<file path="src/rtl/kbs_pkg.sv">
package kbs_pkg;
  localparam int ROW_W     = 3;
  localparam int COL_W     = 3;
  localparam int NUM_ROWS  = 1 << ROW_W;
  localparam int NUM_COLS  = 1 << COL_W;
  localparam int DEC_SEL_W = 2;
  localparam int DEC_LINES = 1 << DEC_SEL_W;
  localparam int SCAN_W    = (DEC_LINES > ROW_W) ? DEC_LINES : ROW_W;
  localparam int CODE_W    = 2 + ROW_W + COL_W;

  typedef struct packed {
    logic             ctrl;
    logic             shift;
    logic [ROW_W-1:0] row;
    logic [COL_W-1:0] col;
  } key_code_t;
endpackage

</file>
<file path="src/rtl/kbs_scan_timer.sv">
module kbs_scan_timer
  import kbs_pkg::*;
#(
  parameter int STEP_CLKS = 12
) (
  input  logic              clk,
  input  logic              rst,
  input  logic              mode_dec_i,
  output logic [ROW_W-1:0]  row_o,
  output logic              sample_o,
  output logic [SCAN_W-1:0] scan_o
);
  localparam int DIV_W = (STEP_CLKS > 1) ? $clog2(STEP_CLKS) : 1;

  logic [DIV_W-1:0]  div_q;
  logic [ROW_W-1:0]  row_q, row_d;
  logic              last, wrap;
  logic [SCAN_W-1:0] onehot_d, scan_d;

  always_comb begin
    last  = (div_q == DIV_W'(STEP_CLKS - 1));
    wrap  = mode_dec_i ? (row_q >= ROW_W'(DEC_LINES - 1))
                       : (row_q == ROW_W'(NUM_ROWS - 1));
    row_d = row_q;
    if (last) row_d = wrap ? '0 : row_q + ROW_W'(1);
  end

  // one-of-four line decode of the next row
  for (genvar i = 0; i < SCAN_W; i++) begin : g_dec
    if (i < DEC_LINES) begin : g_line
      assign onehot_d[i] = (row_d[DEC_SEL_W-1:0] == DEC_SEL_W'(i));
    end else begin : g_pad
      assign onehot_d[i] = 1'b0;
    end
  end

  assign scan_d = mode_dec_i ? onehot_d : SCAN_W'(row_d);

  always_ff @(posedge clk) begin
    if (rst) begin
      div_q  <= '0;
      row_q  <= '0;
      scan_o <= '0;
    end else begin
      div_q  <= last ? '0 : div_q + DIV_W'(1);
      row_q  <= row_d;
      scan_o <= scan_d;
    end
  end

  assign row_o    = row_q;
  assign sample_o = last;
endmodule

</file>
<file path="src/rtl/kbs_debounce.sv">
module kbs_debounce
  import kbs_pkg::*;
(
  input  logic                clk,
  input  logic                rst,
  input  logic                sample_i,
  input  logic [ROW_W-1:0]    row_i,
  input  logic [NUM_COLS-1:0] ret_n_i,
  input  logic                shift_i,
  input  logic                ctrl_i,
  output logic                push_o,
  output key_code_t           code_o
);
  logic [NUM_COLS-1:0] lat_q;
  logic [ROW_W-1:0]    lrow_q;
  logic [COL_W-1:0]    col_q;
  logic                busy_q;
  logic [NUM_COLS-1:0] seen_q [NUM_ROWS];
  logic [NUM_COLS-1:0] done_q [NUM_ROWS];
  logic                closed, was_seen, was_done, accept;

  always_comb begin
    closed   = lat_q[col_q];
    was_seen = seen_q[lrow_q][col_q];
    was_done = done_q[lrow_q][col_q];
    accept   = busy_q && closed && was_seen && !was_done;
  end

  always_ff @(posedge clk) begin
    if (rst) begin
      lat_q  <= '0;
      lrow_q <= '0;
      col_q  <= '0;
      busy_q <= 1'b0;
      push_o <= 1'b0;
      code_o <= '0;
      for (int r = 0; r < NUM_ROWS; r++) begin
        seen_q[r] <= '0;
        done_q[r] <= '0;
      end
    end else begin
      push_o <= accept;
      if (accept) begin
        code_o.ctrl  <= ctrl_i;
        code_o.shift <= shift_i;
        code_o.row   <= lrow_q;
        code_o.col   <= col_q;
      end
      if (sample_i) begin
        lat_q  <= ~ret_n_i;
        lrow_q <= row_i;
        col_q  <= '0;
        busy_q <= 1'b1;
      end else if (busy_q) begin
        seen_q[lrow_q][col_q] <= closed;
        done_q[lrow_q][col_q] <= closed && (was_seen || was_done);
        col_q <= col_q + COL_W'(1);
        if (col_q == COL_W'(NUM_COLS - 1)) busy_q <= 1'b0;
      end
    end
  end
endmodule

</file>
<file path="src/rtl/kbs_key_fifo.sv">
module kbs_key_fifo
  import kbs_pkg::*;
#(
  parameter int DEPTH = 8
) (
  input  logic                             clk,
  input  logic                             rst,
  input  logic                             push_i,
  input  logic [CODE_W-1:0]                din_i,
  input  logic                             rd_i,
  input  logic                             ovr_clr_i,
  output logic [CODE_W-1:0]                rd_data_o,
  output logic                             irq_o,
  output logic                             ovr_o,
  output logic [$clog2(DEPTH+1)-1:0]       count_o
);
  localparam int AW    = (DEPTH > 1) ? $clog2(DEPTH) : 1;
  localparam int CNT_W = $clog2(DEPTH + 1);

  logic [CODE_W-1:0] mem [DEPTH];
  logic [AW-1:0]     wr_ptr, rd_ptr;
  logic [CNT_W-1:0]  cnt_q, cnt_d;
  logic              full, push_ok, rd_ok;

  function automatic logic [AW-1:0] ptr_inc(input logic [AW-1:0] p);
    return (p == AW'(DEPTH - 1)) ? '0 : p + AW'(1);
  endfunction

  always_comb begin
    full    = (cnt_q == CNT_W'(DEPTH));
    push_ok = push_i && !full;
    rd_ok   = rd_i && (cnt_q != '0);
    case ({push_ok, rd_ok})
      2'b10:   cnt_d = cnt_q + CNT_W'(1);
      2'b01:   cnt_d = cnt_q - CNT_W'(1);
      default: cnt_d = cnt_q;
    endcase
  end

  // storage array without reset so it can map to RAM
  always_ff @(posedge clk) begin
    if (push_ok) mem[wr_ptr] <= din_i;
  end

  always_ff @(posedge clk) begin
    if (rst) begin
      wr_ptr    <= '0;
      rd_ptr    <= '0;
      cnt_q     <= '0;
      rd_data_o <= '0;
      irq_o     <= 1'b0;
      ovr_o     <= 1'b0;
    end else begin
      if (push_ok) wr_ptr <= ptr_inc(wr_ptr);
      if (rd_ok) begin
        rd_ptr    <= ptr_inc(rd_ptr);
        rd_data_o <= mem[rd_ptr];
      end
      cnt_q <= cnt_d;
      irq_o <= rd_i ? 1'b0 : (cnt_d != '0);
      if (push_i && full)  ovr_o <= 1'b1;
      else if (ovr_clr_i)  ovr_o <= 1'b0;
    end
  end

  assign count_o = cnt_q;
endmodule

</file>
<file path="src/rtl/kbs_keyscan.sv">
module kbs_keyscan
  import kbs_pkg::*;
#(
  parameter int STEP_CLKS  = 12,  // must exceed NUM_COLS
  parameter int FIFO_DEPTH = 8
) (
  input  logic                clk,
  input  logic                rst,
  input  logic                scan_decoded_i,
  input  logic [NUM_COLS-1:0] ret_n_i,
  input  logic                shift_i,
  input  logic                ctrl_i,
  input  logic                rd_stb_i,
  input  logic                ovr_clr_i,
  output logic [SCAN_W-1:0]   scan_o,
  output logic [CODE_W-1:0]   rd_data_o,
  output logic                irq_o,
  output logic                overrun_o
);
  localparam int CNT_W = $clog2(FIFO_DEPTH + 1);

  logic [ROW_W-1:0] scan_row;
  logic             row_sample;
  logic             key_push;
  key_code_t        key_code;
  logic [CNT_W-1:0] fifo_cnt;

  kbs_scan_timer #(.STEP_CLKS(STEP_CLKS)) u_timer (
    .clk        (clk),
    .rst        (rst),
    .mode_dec_i (scan_decoded_i),
    .row_o      (scan_row),
    .sample_o   (row_sample),
    .scan_o     (scan_o)
  );

  kbs_debounce u_deb (
    .clk      (clk),
    .rst      (rst),
    .sample_i (row_sample),
    .row_i    (scan_row),
    .ret_n_i  (ret_n_i),
    .shift_i  (shift_i),
    .ctrl_i   (ctrl_i),
    .push_o   (key_push),
    .code_o   (key_code)
  );

  kbs_key_fifo #(.DEPTH(FIFO_DEPTH)) u_fifo (
    .clk       (clk),
    .rst       (rst),
    .push_i    (key_push),
    .din_i     (key_code),
    .rd_i      (rd_stb_i),
    .ovr_clr_i (ovr_clr_i),
    .rd_data_o (rd_data_o),
    .irq_o     (irq_o),
    .ovr_o     (overrun_o),
    .count_o   (fifo_cnt)
  );
endmodule

</file>
<file path="config.mk">
export PLATFORM = sky130hd
export DESIGN_NAME = kbs_keyscan
export DESIGN_NICKNAME = d
export VERILOG_FILES = /design/src/rtl/kbs_pkg.sv /design/src/rtl/kbs_scan_timer.sv /design/src/rtl/kbs_debounce.sv /design/src/rtl/kbs_key_fifo.sv /design/src/rtl/kbs_keyscan.sv
export SDC_FILE = /design/constraint.sdc
export NUM_CORES = 1
export LEC_CHECK = 0
export BUFFER_PORTS_ARGS = -buffer_cell sky130_fd_sc_hd__buf_2
export CORE_ASPECT_RATIO = 2
export CORE_MARGIN = 2
export CORE_UTILIZATION = 25
export DETAILED_ROUTE_END_ITERATION = 16
export GPL_TIMING_DRIVEN = 0
export PLACE_DENSITY = 0.46
export SETUP_SLACK_MARGIN = 0.1
export SYNTH_ARGS = -nofsm -noshare
export SYNTH_HDL_FRONTEND = slang
export SYNTH_HIERARCHICAL = 1
export SYNTH_SLANG_ARGS = --single-unit
</file>
<file path="constraint.sdc">
create_clock -name clk -period 5.4 [get_ports clk]
set_clock_uncertainty 0.1 [all_clocks]
set_input_delay 1.62 -clock clk [delete_from_list [all_inputs] [get_ports clk]]
set_output_delay 1.62 -clock clk [all_outputs]
set_load 0.1 [all_outputs]
</file>
Yosys cells after proc, flatten, opt, wreduce, memory -nomap -nowiden
Memory sizes are Yosys's and may differ from the RTL's. A register that Yosys moved wholly into a read port is not among the register bits.
Index checks and enable logic that the tools add are counted.
{ "totals": {"regBits": 47, "out_inout_bits": 14, "mem_count": 3, "word_cells": 102, "ramBits": 192, "in_bits": 15} }
{ "classes": {"addsub": 7, "n_reduce_logical": 20, "n_eq_ne": 11, "mux": 38, "bitwise_logic": 2, "n_lt_le_gt_ge": 3} }
{ "mem_list": {"columns": ["name", "words", "width", "read_ports", "rd_clocked_by_memory_dff", "write_ports", "line_no", "source"], "rows": [
  ["u_deb.done_q", 8, 8, 1, 1, 8, "kbs_debounce.sv:19", "logic [NUM_COLS-1:0] done_q [NUM_ROWS];"],
  ["u_deb.seen_q", 8, 8, 1, 1, 8, "kbs_debounce.sv:18", "logic [NUM_COLS-1:0] seen_q [NUM_ROWS];"],
  ["u_fifo.mem", 8, 8, 1, 1, 1, "kbs_key_fifo.sv:20", "logic [CODE_W-1:0] mem [DEPTH];"]
]} }
{ "ops": {"columns": ["op", "count"], "rows": [
  ["8-bit 2-to-1 mux", 5],
  ["3-bit 2-to-1 mux", 11],
  ["1-bit 2-to-1 mux", 17],
  ["8-bit OR reduction", 2],
  ["3-bit by 1-bit adder with 3-bit output (second input constant)", 4],
  ["3-bit == test (second input constant)", 4],
  ["1-bit binary-select mux with 3-bit select", 3],
  ["4-bit by 1-bit adder with 4-bit output (second input constant)", 2],
  ["4-bit == test (second input constant)", 2],
  ["1-bit logical AND", 8],
  ["8-bit NOT", 1],
  ["4-bit case mux with 2 select lines", 1],
  ["4-bit nonzero test", 2],
  ["2-bit == test (second input constant)", 3],
  ["2-bit OR reduction", 3],
  ["2-bit by 1-bit == test with 1-bit output (second input constant)", 2],
  ["3-bit by 4-bit less-than comparator with 1-bit output (second input constant)", 1],
  ["4-bit by 1-bit subtractor with 4-bit output (second input constant)", 1],
  ["1-bit demux with 3-bit select", 1],
  ["3-bit by 1-bit >= comparator with 1-bit output (second input constant)", 1],
  ["3-bit by 2-bit >= comparator with 1-bit output (second input constant)", 1],
  ["1-bit zero test", 2],
  ["2-bit zero test", 1],
  ["2-bit nonzero test", 1],
  ["other kinds (2)", 2]
]} }

Longest topological paths before layout
{ "depth": {"word_depth": 7, "mapped_depth": 12, "mapped_depth_nobuf": 10} }

Hierarchy
The synthesis kept the hierarchy.
{ "by_module_without_submodules": {"columns": ["mod", "seq_area_each_um2", "cells_each", "n_inst", "area_each_um2"], "rows": [
  ["kbs_debounce", 4384.2, 605, 1, 7413.4],
  ["kbs_key_fifo", 2322.2, 204, 1, 3372.0],
  ["kbs_scan_timer", 220.2, 54, 1, 528.0]
]} }

Worst setup path before layout
No wires, ideal clock.
{ "synth_timing": {"kind": "input -> register", "from": "input rst", "to": "memory u_deb/done_q[6][7] in the netlist's numbering (enable)", "setup_ns": 0.316, "path_buffers": 1, "cell_stages": 5, "arrival_time_ns": 3.042, "required_time_ns": 4.984, "path_slack_ns": 1.942, "path_cell_list": "nand2b_1 nor3b_1 nand3_1 clkbuf_1 o21bai_1"} }
{ "synth_lines": {"columns": ["element", "line_no", "source"], "rows": [
  ["from (decl)", "kbs_keyscan.sv:8", "input logic rst,"],
  ["to (decl)", "kbs_debounce.sv:19", null]
]} }

==> impl_metrics.csv <==
group,metric,value,unit
timing,timing_worst_slew_pin_value,1.341,ns
cts,number_of_buffers_created_by_cts,24,
timing,fin_setup_tns,0,ns
floorplan,die_span_x,154.4,um
cts,holdBufCountCts,0,
worst_setup_path,path_class,"flop to flop",
timing,unrepaired_setup_endpoints_after_global_routing,"false",
final_layout,ratio_of_cells_with_drive_above_1_in_the_final_layout,14.94,%
worst_setup_path,timing.critical_path.slowest_stage_cell,"sky130_fd_sc_hd__nor2b_1",
detailed_routing,initialDrtViolationCount,500,
global_route,grt_antenna_before_repair,1,
pwr,power.net_switching,0.0008076,W
synthesis,synth_top_flop_cell,"sky130_fd_sc_hd__edfxtp_1",
pwr,power_density,298.3,nW/um^2
flow_run,max_cap_violations,0,
pwr,internal_power,0.003051,W
timing,slew_violations,0,
timing,timing.slew.headroom,9.897,%
pwr,max-vdd-ir-drop,0.1650,mV
final_layout,nNetsFinal,946,
cts,clkSlewWorstSetupHoldPaths,0.06,ns
pwr,power.static_leakage,4.086,nW
detailed_routing,vias,7280,
synthesis,synth_fp_nets,890,
synthesis,synth_seq_cells,250,
pwr,power.combinational.fraction,2.7,%
detailed_routing,detailedRoute.firstPassIterationCount,7,
timing,finalHoldViolCount,0,
worst_setup_path,worst-path-max-fanout,10,
hold_path,worstHoldPathType,"flop to flop",
pwr,power.share.sequential,54.4,%
detailed_routing,drt.antenna.violating_nets,0,
floorplan,die_y,304.8,um
final_layout,final_core_area_utilization,28.83,%
floorplan,core_area,44870,um^2
synthesis,number_of_distinct_library_cell_variants_in_the_gate_level_netlist_after_synthesis,65,
global_route,global_route_wire_length_before_repair,51.09,mm
final_layout,n_antenna_cell,0,
cts,clockBufferDepth,3,
worst_setup_path,crit_chain,"buf_2, buf_6, nor2b_1, a22oi_1, a31oi_1, and3_1, a21oi_2, o211ai_2, nor2_1",
cts,clk-insertion-delay-late,0.54,ns
timing,setup_viol,0,
synthesis,synth.cell_area,11310,um^2
synthesis,yosysWarningCount,6,
floorplan,num_io_pins,29,
cts,count_of_instances_resized_after_the_clock_tree_is_built,0,
worst_setup_path,worst_setup_path_end_kind,"flop",
global_route,grt_max_degree,17,
pwr,switching_share,20.93,%
worst_setup_path,worstPathRequired,5.55,ns
detailed_routing,drt_drc_violations_left,0,
detailed_routing,vias_per_cell,4.863,
global_route,grt_remaining_overflow,0,
synthesis,synth_edf_count,192,
pwr,clkPwrFrac,42.9,%
cts,clock_sink_count,250,
worst_setup_path,worstPathArrival,4.35,ns
placed_design,placement.io_buffers,28,
cts,clock_tree.htree_level_count,1,
synthesis,synth_cells,863,
final_layout,fill_cells,4570,
cts,postCtsSetupBuffers,0,
worst_setup_path,path_delay_family,"compound AO/OA/AOI/OAI gates",
detailed_routing,drt_wl_total,35.12,mm
timing,final.hold.worst_slack,0.3647,ns
synthesis,synth_async_sr_flop_share,0,%
worst_setup_path,max_stage_delay,0.97,ns
timing,achievable-frequency,0.2384,GHz
timing,finalCriticalPeriod,4.195,ns
run_status,run_status,"completed",
worst_setup_path,setup.reg_to_reg.worst_slack,1.20,ns
timing,post-route-period-util,77.69,%
final_layout,areaGrowthSynthToFinish,14.34,%
worst_setup_path,critical_path.n_buffers_inverters,2,
floorplan,design.die.area,47070,um^2
synthesis,post_synth.cell_area_avg,13.11,um^2
detailed_routing,routedWlPerCell,23.46,um
floorplan,placement_rows,110,
cts,cts-root-buf,"sky130_fd_sc_hd__clkbuf_16",
placed_design,detailed_place_hpwl,26.42,mm
synthesis,sequential_area_share_after_synthesis,61.23,%
cts,cts_tree,"done",
global_route,grt_pass1_vias,7682,
worst_setup_path,critical_path.startpoint_type,"flop",
global_route,groute.usage.overall,15.00,%
floorplan,initial_core_util,25.21,%
placed_design,finalWeightedCongestion,0.8816,
==> stage by stage <==
stage	cell area, um^2	setup WS (ns)	cells	total power (W)
final	12940	1.205	1497	0.003859
after global routing	12940	1.142	1497	0.003972
after CTS	12930	1.339	1496	0.003905
after detailed placement	12170	0.7679	1452	0.002248
after global placement	12150	0.7941	1451	0.002246
after floorplan	11310	1.942	863	0.002203
==> kinds of logic after synthesis <==
group,after synthesis,synth area share [%]
muxes,92,12.35
and+or+nand+nor,280,11.67
xor gates and xnor gates,6,0.4645
adders and majority gates,12,1.327
DFF,250,61.23
AOI/OAI and AO/OA,143,10.01
buffers and inverters,80,2.953
==> final cells by class <==
cell class	instances	area, um^2	area share (%)
Buffer	65	277.8	2.147
Clock buffer	39	729.5	5.639
Clock inverter	5	26.28	0.2031
Inverter	15	56.30	0.4352
Multi-Input combinational cell	533	4064	31.41
Sequential cell	250	6927	53.54
Tap cell	560	700.7	5.416
Timing Repair Buffer	30	155.1	1.199
==> worst paths after layout <==
check,cells after the start,start,end
hold / removal,1,u_timer/div_q[0]$_SDFF_PP0_,u_timer/div_q[0]$_SDFF_PP0_
hold reg to reg,1,u_timer/div_q[0]$_SDFF_PP0_,u_timer/div_q[0]$_SDFF_PP0_
setup reg to reg,9,flop,u_deb/done_q[0][0]$_SDFFCE_PN0P_
setup / recovery,9,flop,u_deb/done_q[0][0]$_SDFFCE_PN0P_
==> power by group through the flow <==
stage / registers, W / clock network (W) / logic [W]
after floorplan: 0.00214 / 0 / 0.0000624
after global placement: 0.00214 / 0 / 0.000105
after detailed placement: 0.00214 / 0 / 0.000105
after CTS: 0.00210 / 0.00170 / 0.000106
after global routing: 0.00210 / 0.00176 / 0.000110
final: 0.00210 / 0.00165 / 0.000104
==> per-layer routing <==
layer	global-route usage (%)	wire (um)	vias to the layer above
met3	1.337	984	99
met2	32.04	21340	198
met4	8.721	2286	0
met1	12.77	10510	3648
met5	0	0	-
li1	-	-	3335
==> sequential cells by signal (all words and copies together), names as in the netlist, named ones only <==
signal            cells
u_timer/scan_o        4
u_deb/lrow_q          3
u_fifo/mem           64
u_fifo/irq_o          1
u_deb/push_o          1
u_fifo/ovr_o          1
u_fifo/rd_ptr         3
u_deb/col_q           3
u_deb/seen_q         64
u_deb/code_o          8
u_deb/busy_q          1
u_timer/row_o         3
u_fifo/count_o        4
u_deb/lat_q           8
u_deb/done_q         64
u_fifo/wr_ptr         3
u_fifo/rd_data_o      8
u_timer/div_q         4
==> Yosys cell counts (2+ instances only) <==
master,count,area [um^2]
sky130_fd_sc_hd__edfxtp_1,192,5766
sky130_fd_sc_hd__nor2_1,173,649.4
sky130_fd_sc_hd__o21bai_1,65,488.0
sky130_fd_sc_hd__dfxtp_1,58,1161
sky130_fd_sc_hd__mux2i_1,53,530.5
sky130_fd_sc_hd__clkbuf_1,49,183.9
sky130_fd_sc_hd__mux4_2,38,855.8
sky130_fd_sc_hd__nand2b_1,20,125.1
sky130_fd_sc_hd__nand2_1,18,67.56
sky130_fd_sc_hd__a211oi_1,16,120.1
sky130_fd_sc_hd__inv_1,14,52.55
sky130_fd_sc_hd__a22oi_1,13,97.59
sky130_fd_sc_hd__nand3_1,13,65.06
sky130_fd_sc_hd__ha_1,12,150.1
sky130_fd_sc_hd__nor3_1,12,60.06
sky130_fd_sc_hd__buf_2,9,45.04
sky130_fd_sc_hd__nor2b_1,9,56.30
sky130_fd_sc_hd__a21oi_1,8,40.04
sky130_fd_sc_hd__o211ai_2,8,100.1
sky130_fd_sc_hd__a22o_1,6,52.55
sky130_fd_sc_hd__nor3b_1,5,37.54
sky130_fd_sc_hd__and2_1,4,25.02
sky130_fd_sc_hd__and3_1,4,25.02
sky130_fd_sc_hd__o21ai_0,4,20.02
sky130_fd_sc_hd__xnor2_1,4,35.03
sky130_fd_sc_hd__buf_1,3,11.26
sky130_fd_sc_hd__nand3b_1,3,22.52
sky130_fd_sc_hd__o21ai_1,3,15.01
sky130_fd_sc_hd__or3b_2,3,26.28
sky130_fd_sc_hd__a21oi_2,2,17.52
sky130_fd_sc_hd__buf_4,2,15.01
sky130_fd_sc_hd__buf_6,2,22.52
sky130_fd_sc_hd__nand2_2,2,12.51
sky130_fd_sc_hd__nand4_1,2,12.51
sky130_fd_sc_hd__nand4b_1,2,17.52
sky130_fd_sc_hd__or3_1,2,12.51
sky130_fd_sc_hd__xor2_1,2,17.52
==> cells in the final DEF, fill, tap and decap left out, types with 9 or more instances in the layout <==
cell type,netlist,routed
sky130_fd_sc_hd__a211oi_1,16,16
sky130_fd_sc_hd__buf_2,9,37
sky130_fd_sc_hd__clkbuf_16,0,26
sky130_fd_sc_hd__nor2_1,173,173
sky130_fd_sc_hd__nand2b_1,20,20
sky130_fd_sc_hd__nor2b_1,9,9
sky130_fd_sc_hd__nand3_1,13,13
sky130_fd_sc_hd__mux4_2,38,38
sky130_fd_sc_hd__o21bai_1,65,65
sky130_fd_sc_hd__clkbuf_1,49,59
sky130_fd_sc_hd__a22oi_1,13,13
sky130_fd_sc_hd__mux2i_1,53,53
sky130_fd_sc_hd__dfxtp_1,58,58
sky130_fd_sc_hd__edfxtp_1,192,192
sky130_fd_sc_hd__inv_1,14,14
sky130_fd_sc_hd__nand2_1,18,18
sky130_fd_sc_hd__nor3_1,12,11
sky130_fd_sc_hd__ha_1,12,12
Note: power is estimated with default switching activity, not from simulation.
